==> src/rtl/sra_pkg.sv <==
// Shared types for the serial attenuator driver.
// Assumes nothing beyond a synchronous clock domain.
package sra_pkg;

    typedef enum logic [1:0] {
        ST_IDLE  = 2'd0,
        ST_SHIFT = 2'd1,
        ST_LATCH = 2'd2
    } drv_state_t;

endpackage

==> src/rtl/sra_frame_fmt.sv <==
// Builds the 8-bit serial frame from a settings word: the attenuation
// field is bit-reversed, the switch bit is kept, and the top bit is forced low.
// Assumes the word is ATT_W + 2 bits wide.
module sra_frame_fmt #(
    parameter int ATT_W = 6,
    localparam int WORD_W = ATT_W + 2
) (
    input  logic [WORD_W-1:0] word_i,
    output logic [WORD_W-1:0] frame_o
);

    // Reverse the attenuation field so its lowest bit drives the first stage.
    for (genvar g = 0; g < ATT_W; g++) begin : g_rev
        assign frame_o[ATT_W-1-g] = word_i[g];
    end

    // Switch bit stays in place; the spare top bit is sent as zero.
    assign frame_o[ATT_W]   = word_i[ATT_W];
    assign frame_o[ATT_W+1] = 1'b0;

endmodule

==> src/rtl/sra_bit_timer.sv <==
// Times the serial bits: each bit lasts BIT_DIV cycles, and the shift clock
// is high in the second half of the bit. Counters clear whenever run_i is low.
// Assumes BIT_DIV is even and at least 2.
module sra_bit_timer #(
    parameter int BIT_DIV = 32,
    parameter int NBITS   = 8,
    localparam int DW = (BIT_DIV > 1) ? $clog2(BIT_DIV) : 1,
    localparam int BW = (NBITS > 1) ? $clog2(NBITS) : 1
) (
    input  logic          clk,
    input  logic          rst_n,
    input  logic          run_i,
    output logic [BW-1:0] bit_idx_o,
    output logic          sclk_o,
    output logic          frame_end_o
);

    localparam logic [DW-1:0] LAST_DIV = DW'(BIT_DIV - 1);
    localparam logic [DW-1:0] HALF     = DW'(BIT_DIV / 2);
    localparam logic [BW-1:0] LAST_BIT = BW'(NBITS - 1);

    logic [DW-1:0] div_q;
    logic [BW-1:0] bit_q;

    // Advance the divider and the bit index while a frame is running.
    always_ff @(posedge clk) begin
        if (!rst_n || !run_i) begin
            div_q <= '0;
            bit_q <= '0;
        end else if (div_q == LAST_DIV) begin
            div_q <= '0;
            bit_q <= bit_q + 1'b1;
        end else begin
            div_q <= div_q + 1'b1;
        end
    end

    // Shift clock high in the second half of each bit period.
    always_comb begin
        sclk_o      = run_i && (div_q >= HALF);
        frame_end_o = run_i && (div_q == LAST_DIV) && (bit_q == LAST_BIT);
        bit_idx_o   = bit_q;
    end

endmodule

==> src/rtl/sra_lane_demux.sv <==
// Routes the single serial engine onto the addressed lane and holds every
// other lane low. Assumes sel_i stays constant while active_i is high.
module sra_lane_demux #(
    parameter int NUM_CH = 4,
    localparam int CH_W = (NUM_CH > 1) ? $clog2(NUM_CH) : 1
) (
    input  logic [CH_W-1:0]   sel_i,
    input  logic              active_i,
    input  logic              data_i,
    input  logic              sclk_i,
    input  logic              latch_i,
    output logic [NUM_CH-1:0] data_o,
    output logic [NUM_CH-1:0] sclk_o,
    output logic [NUM_CH-1:0] latch_o
);

    for (genvar g = 0; g < NUM_CH; g++) begin : g_lane
        logic hit;
        // Lane g is live only when addressed during a transfer.
        always_comb begin
            hit        = active_i && (sel_i == CH_W'(g));
            data_o[g]  = hit && data_i;
            sclk_o[g]  = hit && sclk_i;
            latch_o[g] = hit && latch_i;
        end
    end

endmodule

==> src/rtl/sr_atten_driver.sv <==
// Drives four external serial-in/parallel-out attenuator registers.
// It accepts one settings word per start strobe, shifts the reordered frame
// MSB first, then pulses that lane's latch. After reset, it loads every lane
// with the power-on frame. The output enable is shared by all lanes.
// Assumes start_i is a one-cycle strobe with chan_i and word_i valid with it.
module sr_atten_driver
    import sra_pkg::*;
#(
    parameter int NUM_CH    = 4,
    parameter int ATT_W     = 6,
    parameter int BIT_DIV   = 32,
    parameter int LATCH_CYC = 2,
    localparam int CH_W   = (NUM_CH > 1) ? $clog2(NUM_CH) : 1,
    localparam int WORD_W = ATT_W + 2
) (
    input  logic              clk,
    input  logic              rst_n,
    input  logic              start_i,
    input  logic [CH_W-1:0]   chan_i,
    input  logic [WORD_W-1:0] word_i,
    input  logic              oe_i,
    output logic [NUM_CH-1:0] ser_data_o,
    output logic [NUM_CH-1:0] shift_clk_o,
    output logic [NUM_CH-1:0] latch_o,
    output logic              oe_o,
    output logic              busy_o
);

    localparam int BW   = (WORD_W > 1) ? $clog2(WORD_W) : 1;
    localparam int LC_W = (LATCH_CYC > 1) ? $clog2(LATCH_CYC) : 1;
    localparam logic [BW-1:0]     LAST_BIT  = BW'(WORD_W - 1);
    localparam logic [LC_W-1:0]   LAST_LAT  = LC_W'(LATCH_CYC - 1);
    localparam logic [CH_W-1:0]   LAST_CH   = CH_W'(NUM_CH - 1);
    // Power-on frame: full attenuation, switch off, spare bit low.
    localparam logic [WORD_W-1:0] INIT_FRAME = WORD_W'((1 << ATT_W) - 1);

    drv_state_t        state_q;
    logic              init_pend_q;
    logic [CH_W-1:0]   init_ch_q;
    logic [CH_W-1:0]   cur_ch_q;
    logic [WORD_W-1:0] cur_frame_q;
    logic [LC_W-1:0]   lat_cnt_q;
    logic              oe_q;

    logic [WORD_W-1:0] fmt_frame;
    logic [BW-1:0]     bit_idx;
    logic              sclk;
    logic              frame_end;
    logic              ser_bit;

    sra_frame_fmt #(.ATT_W(ATT_W)) u_fmt (
        .word_i  (word_i),
        .frame_o (fmt_frame)
    );

    sra_bit_timer #(.BIT_DIV(BIT_DIV), .NBITS(WORD_W)) u_timer (
        .clk         (clk),
        .rst_n       (rst_n),
        .run_i       (state_q == ST_SHIFT),
        .bit_idx_o   (bit_idx),
        .sclk_o      (sclk),
        .frame_end_o (frame_end)
    );

    // Main sequencer: power-on loads, start acceptance, shift and latch phases.
    always_ff @(posedge clk) begin
        if (!rst_n) begin
            state_q     <= ST_IDLE;
            init_pend_q <= 1'b1;
            init_ch_q   <= '0;
            cur_ch_q    <= '0;
            cur_frame_q <= '0;
            lat_cnt_q   <= '0;
        end else begin
            case (state_q)
                ST_IDLE: begin
                    if (init_pend_q) begin
                        cur_ch_q    <= init_ch_q;
                        cur_frame_q <= INIT_FRAME;
                        state_q     <= ST_SHIFT;
                        init_ch_q   <= init_ch_q + 1'b1;
                        if (init_ch_q == LAST_CH) begin
                            init_pend_q <= 1'b0;
                        end
                    end else if (start_i) begin
                        cur_ch_q    <= chan_i;
                        cur_frame_q <= fmt_frame;
                        state_q     <= ST_SHIFT;
                    end
                end
                ST_SHIFT: begin
                    if (frame_end) begin
                        state_q   <= ST_LATCH;
                        lat_cnt_q <= '0;
                    end
                end
                ST_LATCH: begin
                    if (lat_cnt_q == LAST_LAT) begin
                        state_q <= ST_IDLE;
                    end else begin
                        lat_cnt_q <= lat_cnt_q + 1'b1;
                    end
                end
                default: state_q <= ST_IDLE;
            endcase
        end
    end

    // Register the shared output-enable level.
    always_ff @(posedge clk) begin
        if (!rst_n) begin
            oe_q <= 1'b0;
        end else begin
            oe_q <= oe_i;
        end
    end

    // Pick the current frame bit, MSB first, only during the shift phase.
    always_comb begin
        ser_bit = (state_q == ST_SHIFT) && cur_frame_q[LAST_BIT - bit_idx];
    end

    sra_lane_demux #(.NUM_CH(NUM_CH)) u_demux (
        .sel_i    (cur_ch_q),
        .active_i (state_q != ST_IDLE),
        .data_i   (ser_bit),
        .sclk_i   (sclk),
        .latch_i  (state_q == ST_LATCH),
        .data_o   (ser_data_o),
        .sclk_o   (shift_clk_o),
        .latch_o  (latch_o)
    );

    // Busy covers any transfer and any power-on load still pending.
    always_comb begin
        busy_o = (state_q != ST_IDLE) || init_pend_q;
        oe_o   = oe_q;
    end

endmodule

==> config.mk <==
export PLATFORM = sky130hd
export DESIGN_NAME = sr_atten_driver
export DESIGN_NICKNAME = d
export VERILOG_FILES = /design/src/rtl/sra_pkg.sv /design/src/rtl/sra_frame_fmt.sv /design/src/rtl/sra_bit_timer.sv /design/src/rtl/sra_lane_demux.sv /design/src/rtl/sr_atten_driver.sv
export SDC_FILE = /design/constraint.sdc
export NUM_CORES = 1
export LEC_CHECK = 0
export BUFFER_PORTS_ARGS = -buffer_cell sky130_fd_sc_hd__buf_4
export CAP_MARGIN = 20
export CORE_MARGIN = 1
export CORE_UTILIZATION = 52
export DETAILED_ROUTE_END_ITERATION = 7
export PLACE_DENSITY = 0.78
export SLEW_MARGIN = 20
export SYNTH_ARGS = -nofsm -noshare
export SYNTH_HDL_FRONTEND = slang
export SYNTH_SLANG_ARGS = --single-unit
==> constraint.sdc <==
create_clock -name clk -period 1.81 [get_ports clk]
set_clock_uncertainty 0.1 [all_clocks]
set_input_delay 0.362 -clock clk [delete_from_list [all_inputs] [get_ports clk]]
set_output_delay 0.362 -clock clk [all_outputs]
set_load 0.02 [all_outputs]
# Yosys cells after proc, flatten, opt, wreduce, memory -nomap -nowiden
# Index checks and enable logic that the tools add are counted.
[totals]
inputBits = 14
ff_bits = 25
[op_classes]
reduce_logical = 34
eq_ne = 11
muxes = 16
n_addsub = 5
magnitude_cmp = 2
[ops]
columns = ["operator", "n"]
rows = [
  ["$logic_and 1x1->1", 20],
  ["$mux 8", 2],
  ["$mux 2", 6],
  ["$eq 2x2->1 const B", 4],
  ["$pmux 2 s3", 1],
  ["$reduce_and 2->1", 3],
  ["$reduce_bool 2->1", 3],
  ["$add 5x1->5 const B", 1],
  ["$eq 5x5->1 const B", 1],
  ["$ge 5x5->1 const B", 1],
  ["$mux 1", 5],
  ["$eq 2x1->1 const B", 2],
  ["$logic_not 2->1", 2],
  ["$lt 3x4->1 const B", 1],
  ["$ne 2x2->1 const B", 2],
  ["$add 3x1->3 const B", 1],
  ["$bmux 1 s3", 1],
  ["$eq 3x3->1 const B", 1],
  ["$ne 3x3->1 const B", 1],
  ["$reduce_and 3->1", 1],
  ["$sub 3x3->3 const A", 1],
  ["$add 2x1->2 const B", 1],
  ["$logic_not 1->1", 2],
  ["$logic_or 1x1->1", 2],
  ["3 further kinds", 3],
]

# Longest topological paths before layout
[logic_depth]
depth_word = 5
mapped_depth = 7
depth_no_buf = 6

# Cells and area by module
# A second synthesis with hierarchy kept.
[unflattened]
cells_unflattened = 133
area_unflattened_um2 = 1420.1
[by_module_without_submodules]
columns = ["module", "instances", "cells_each", "seq_area_each_um2", "area_each_um2"]
rows = [
  ["sr_atten_driver", 1, 77, 340.3, 823.3],
  ["sra_bit_timer", 1, 32, 160.2, 356.6],
  ["sra_lane_demux", 1, 15, 0.0, 176.4],
  ["sra_frame_fmt", 1, 9, 0.0, 63.8],
]

# Least setup slack after synthesis
# Ideal clock, no wire load.
[synth_timing]
path_type = "register -> output"
start = "reg u_timer.bit_q[1] (netlist: u_timer.bit_idx_o[1])"
end = "out ser_data_o[0]"
arrival_ns = 1.413
stages_incl_launch_ff = 4
path_buffers = 0
path_slack_ns = -0.065
cell_sequence = "dfxtp_1 > mux2i_1 > a311o_1 > nor3_1"
[synth_via]
elab_chain_cells = 5
[synth_rtl]
columns = ["item", "line", "text"]
rows = [
  ["start: declaration", "sra_bit_timer.sv:23", "logic [BW-1:0] bit_q;"],
  ["start signal: assignment", "sra_bit_timer.sv:32", "bit_q <= bit_q + 1'b1;"],
  ["$sub 3x3->3", "sr_atten_driver.sv:120", "ser_bit = (state_q == ST_SHIFT) && cur_frame_q[LAST_BIT - bit_idx];"],
  ["$bmux 1 s3", "sr_atten_driver.sv:120", ""],
  ["$mux 1 (implied by the code)", "sr_atten_driver.sv:120", ""],
  ["$logic_and 1x1->1", "sr_atten_driver.sv:120", ""],
  ["$logic_and 1x1->1", "sra_lane_demux.sv:22", "data_o[g] = hit && data_i;"],
  ["end: declaration", "sr_atten_driver.sv:22", "output logic [NUM_CH-1:0] ser_data_o,"],
]
# No other way between the ends. The select of a mux whose other input is x is not followed.

# Final worst setup path
[layout_timing]
start = "reg state_q[0]"
end = "out ser_data_o[2]"
[layout_via]
elab_chain_cells = 3
elab_cells_between_ends = 5
cone_classes = "eq/ne (1); reduce/logical (4)"
[layout_rtl]
columns = ["item", "line", "text"]
rows = [
  ["start: declaration", "sr_atten_driver.sv:37", "drv_state_t state_q;"],
  ["start signal: assignment", "sr_atten_driver.sv:68", "state_q <= ST_IDLE;"],
  ["start signal: assignment", "sr_atten_driver.sv:80", "state_q <= ST_SHIFT;"],
  ["start signal: assignment", "sr_atten_driver.sv:88", "state_q <= ST_SHIFT;"],
  ["$eq 2x1->1 or $reduce_bool 2->1 (tied branches)", "sr_atten_driver.sv:120, sr_atten_driver.sv:125", ""],
  ["$logic_and 1x1->1 (on tied branches)", "sr_atten_driver.sv:120, sra_lane_demux.sv:21", ""],
  ["$logic_and 1x1->1 (*)", "sra_lane_demux.sv:22", ""],
]
# Every way passes the cells marked *; elsewhere a longest branch is shown, timed or not.

==> impl_metrics.yaml <==
timing:
  fin_ws_ns: -0.3611
  finalMaxSlewViolations: 0
  rsz0062_at_grt: "yes"
  finalSetupViolCount: 13
  period_needed_ns: 2.171
  slew-limit-headroom_pct: 72.29
  hold_viol: 0
  period_share_pct: 119.9
  fmaxAchievable_ghz: 0.4606
  worstMarginPinSlew_ns: 0.4151
final_layout:
  areaGrowthSynthToFinish_pct: 43.31
  fin_util_pct: 82.52
  num-nets-final: 188
  drive_above_1_share_pct: 42.86
  diodes: 0
  stdcell_area_sq_mm: 0.001702
placed_design:
  dp_slack_ns: -0.02510
  place_hpwl_microns: 1836
  portBuffers: 26
  place_congestion: 0.8233
  placed_cell_area_sq_mm: 0.001440
route:
  vias_per_cell: 5.774
  routedWlPerCell_microns: 15.53
  drcViolationCount: 0
  dr.pass1.iters: 4
  num_vias: 1126
  drt-initial-drc-count: 19
  routed_wl_microns: 3029
  ant_nets: 0
clock_network:
  clkTransAtPathRegs_ns: 0.12
  cts_tree: "done"
  clk-insertion-delay-late_ns: 0.31
  htreeDepth: 1
  cts.sink_count: 24
  cts_root_buffer: "clkbuf_4"
  clock_path_buffers: 2
  numCtsBuffers: 3
logic_synthesis:
  ys_seq_elements: 24
  synth_cells: 127
  synth_top_area_cell: "dfxtp_1"
  netlist.area_leader.share_pct: 40.46
  synth_area_leaders: "dfxtp_1, o211a_1, ha_1"
  yosysWarnings: 0
  postSynthAreaPerCell_sq_um: 9.350
  synth-seq-area-share_pct: 40.46
  syn_area_sq_mm: 0.001187
  syn-num-nets: 146
  ys_types: 36
pwr:
  p_seq_share_pct: 58.5
  p_leak_nw: 0.7711
  intPower_mw: 0.7451
  switching_power_mw: 0.2356
  power_frac_comb_pct: 13.0
  peakVddDrop_uv: 443.9
  clkPwrFrac_pct: 28.5
  p_per_area_mw_per_mm2: 576.4
  switching_share_pct: 24.03
die:
  fp.dieArea_sq_mm: 0.002479
  start_util_pct: 57.58
  std_cell_rows: 16
  io_pins: 28
  coreArea_sq_mm: 0.002062
  die_h_microns: 49.79
  die_w_microns: 49.79
critical_path:
  critPathArrivalTime_ns: 1.71
  worst_setup_path_start_kind: "flop"
  setup.worst_path.class: "flop to output port"
  cpPeakStageDelay_ns: 0.34
  crit_fanout: 4
  worstPathCellList: "or2b_1 > a311o_1 > nor4_2 > buf_4"
  critPathCaptureType: "output port"
  cp_slowest_cell: "dfxtp_2"
  cp.required_ns: 1.35
  r2r_setup_slack_ns: 0.05
global_routing:
  grt.overflow.total: 0
  grt.total_usage_pct: 26.12
  grt_antenna_before_repair: 0
  grt_pass1_wl_microns: 4830
  grt_max_degree: 20
  grt_pass1_vias: 1061
min_path:
  min_path_type: "input port to flop"
flow_run:
  cap_viol_max_count: 0
outcome:
  outcome: "finished with violations"
  violations: "negative setup slack"
## cells in the final DEF (no fill, tap or decap), types with 2 or more instances in the layout
master / count
and2_1: 5
buf_4: 35
buf_6: 9
clkbuf_4: 3
dfxtp_1: 20
dfxtp_2: 3
ha_1: 5
mux2_2: 2
mux2i_1: 6
nand2_1: 3
nand2_4: 2
nand2b_1: 2
nand3_1: 4
nor2_1: 12
nor2_4: 3
nor3_2: 4
nor3b_1: 2
o211a_1: 8
o21ai_0: 5
or3_4: 2
or4_1: 6
xnor2_1: 2
xor2_1: 2
## layout make-up
type / count / area [sq um]
clock buffer: 4 / 36.28
fill: 123 / 360.3
inverter: 1 / 3.754
multi-input combinational: 95 / 775.7
sequential: 24 / 488.0
tap: 27 / 33.78
timing repair buffer: 44 / 364.1
## synth_stat cells (all sizes together)
master and count:
nand2 5, xor2 2, nor4 1, nand4bb 1, mux2i 6, nor2b 2, ha 5, nor2 15
buf 3, or2b 1, a311o 1, dfxtp 24, xnor2 2, nor4bb 1, and2 5, and3 1
nor3b 2, or3 2, or2 2, o21ai 5, a211oi 1, nand2b 3, nand4b 1, o22ai 2
inv 1, clkbuf 4, a21oi 1, nor3 5, nand3 5, a21boi 1, o211a 8, or4 6
nand3b 1, mux2 2
## flip-flops by register name, summed over array words and instances, names as in the netlist
register,cells
cur_frame_q,7
u_timer.bit_idx_o,3
lat_cnt_q,1
u_timer.div_q,5
init_pend_q,1
state_q,2
init_ch_q,2
cur_ch_q,2
oe_o,1
## stage by stage
stage	hold slack (ns)	instances	total power, mW	TNS [ns]
after floorplan	0.3179	127	0.6437	-0.1958
after global placement	0.3339	181	0.6813	0
after detailed placement	0.3488	181	0.6850	-0.06060
after CTS	0.1479	192	0.9840	-2.764
after global routing	0.1421	195	1.021	-2.823
final	0.1564	195	0.9808	-2.057
## kinds of logic (layout without fill, tap and decap cells)
logic type	Yosys count	after routing	synth area share, %
muxes	8	8	6.955
buffers and inverters	8	49	3.371
xor gates and xnor gates	4	4	2.951
adders and majority gates	5	5	5.269
and+or+nand+nor	59	59	28.56
AOI/OAI and AO/OA	19	19	12.43
DFF	24	24	40.46
## power by group through the flow
| stage | clock (mW) | combinational (mW) | sequential [mW] |
|---|---|---|---|
| floorplan | 0 | 0.0654 | 0.578 |
| global placement | 0 | 0.100 | 0.581 |
| detailed placement | 0 | 0.102 | 0.583 |
| CTS | 0.289 | 0.123 | 0.572 |
| global route | 0.305 | 0.139 | 0.577 |
| finish | 0.280 | 0.127 | 0.574 |
## layer usage
metal | track usage [%] | share of wire (%) | vias to the layer above
met2 | 45.05 | 51 | 29
met5 | 0 | 0 | -
met4 | 12.38 | 2.9 | 0
met3 | 4.012 | 3.3 | 8
li1 | - | - | 543
met1 | 31.31 | 43 | 546
## critical path: cells and delay by family (launching register included)
family / cells / cell delay [ns]
AOI/OAI and AO/OA: 1 / 0.34
buffers and inverters: 1 / 0.18
DFF: 1 / 0.34
and+or+nand+nor: 2 / 0.53
## timing repair
action,CTS,global route
pin swaps,11,5
hold buffers,0,0
cloned,0,0
gates resized for setup,30,9
buffers inserted,7,4
setup endpoints to repair,13,19
## path summary, 6_finish.rpt
check                         startpoint                     endpoint  cells after the start
max              state_q[0]$_SDFFE_PN0P_                ser_data_o[2]                      4
min                                 oe_i              oe_o$_SDFF_PN0_                      2
max reg2reg      state_q[0]$_SDFFE_PN0P_  cur_frame_q[0]$_SDFFE_PN0P_                      5
min reg2reg  u_timer.div_q[0]$_SDFF_PP0_  u_timer.div_q[0]$_SDFF_PP0_                      1
(Power assumes the default switching activity.)
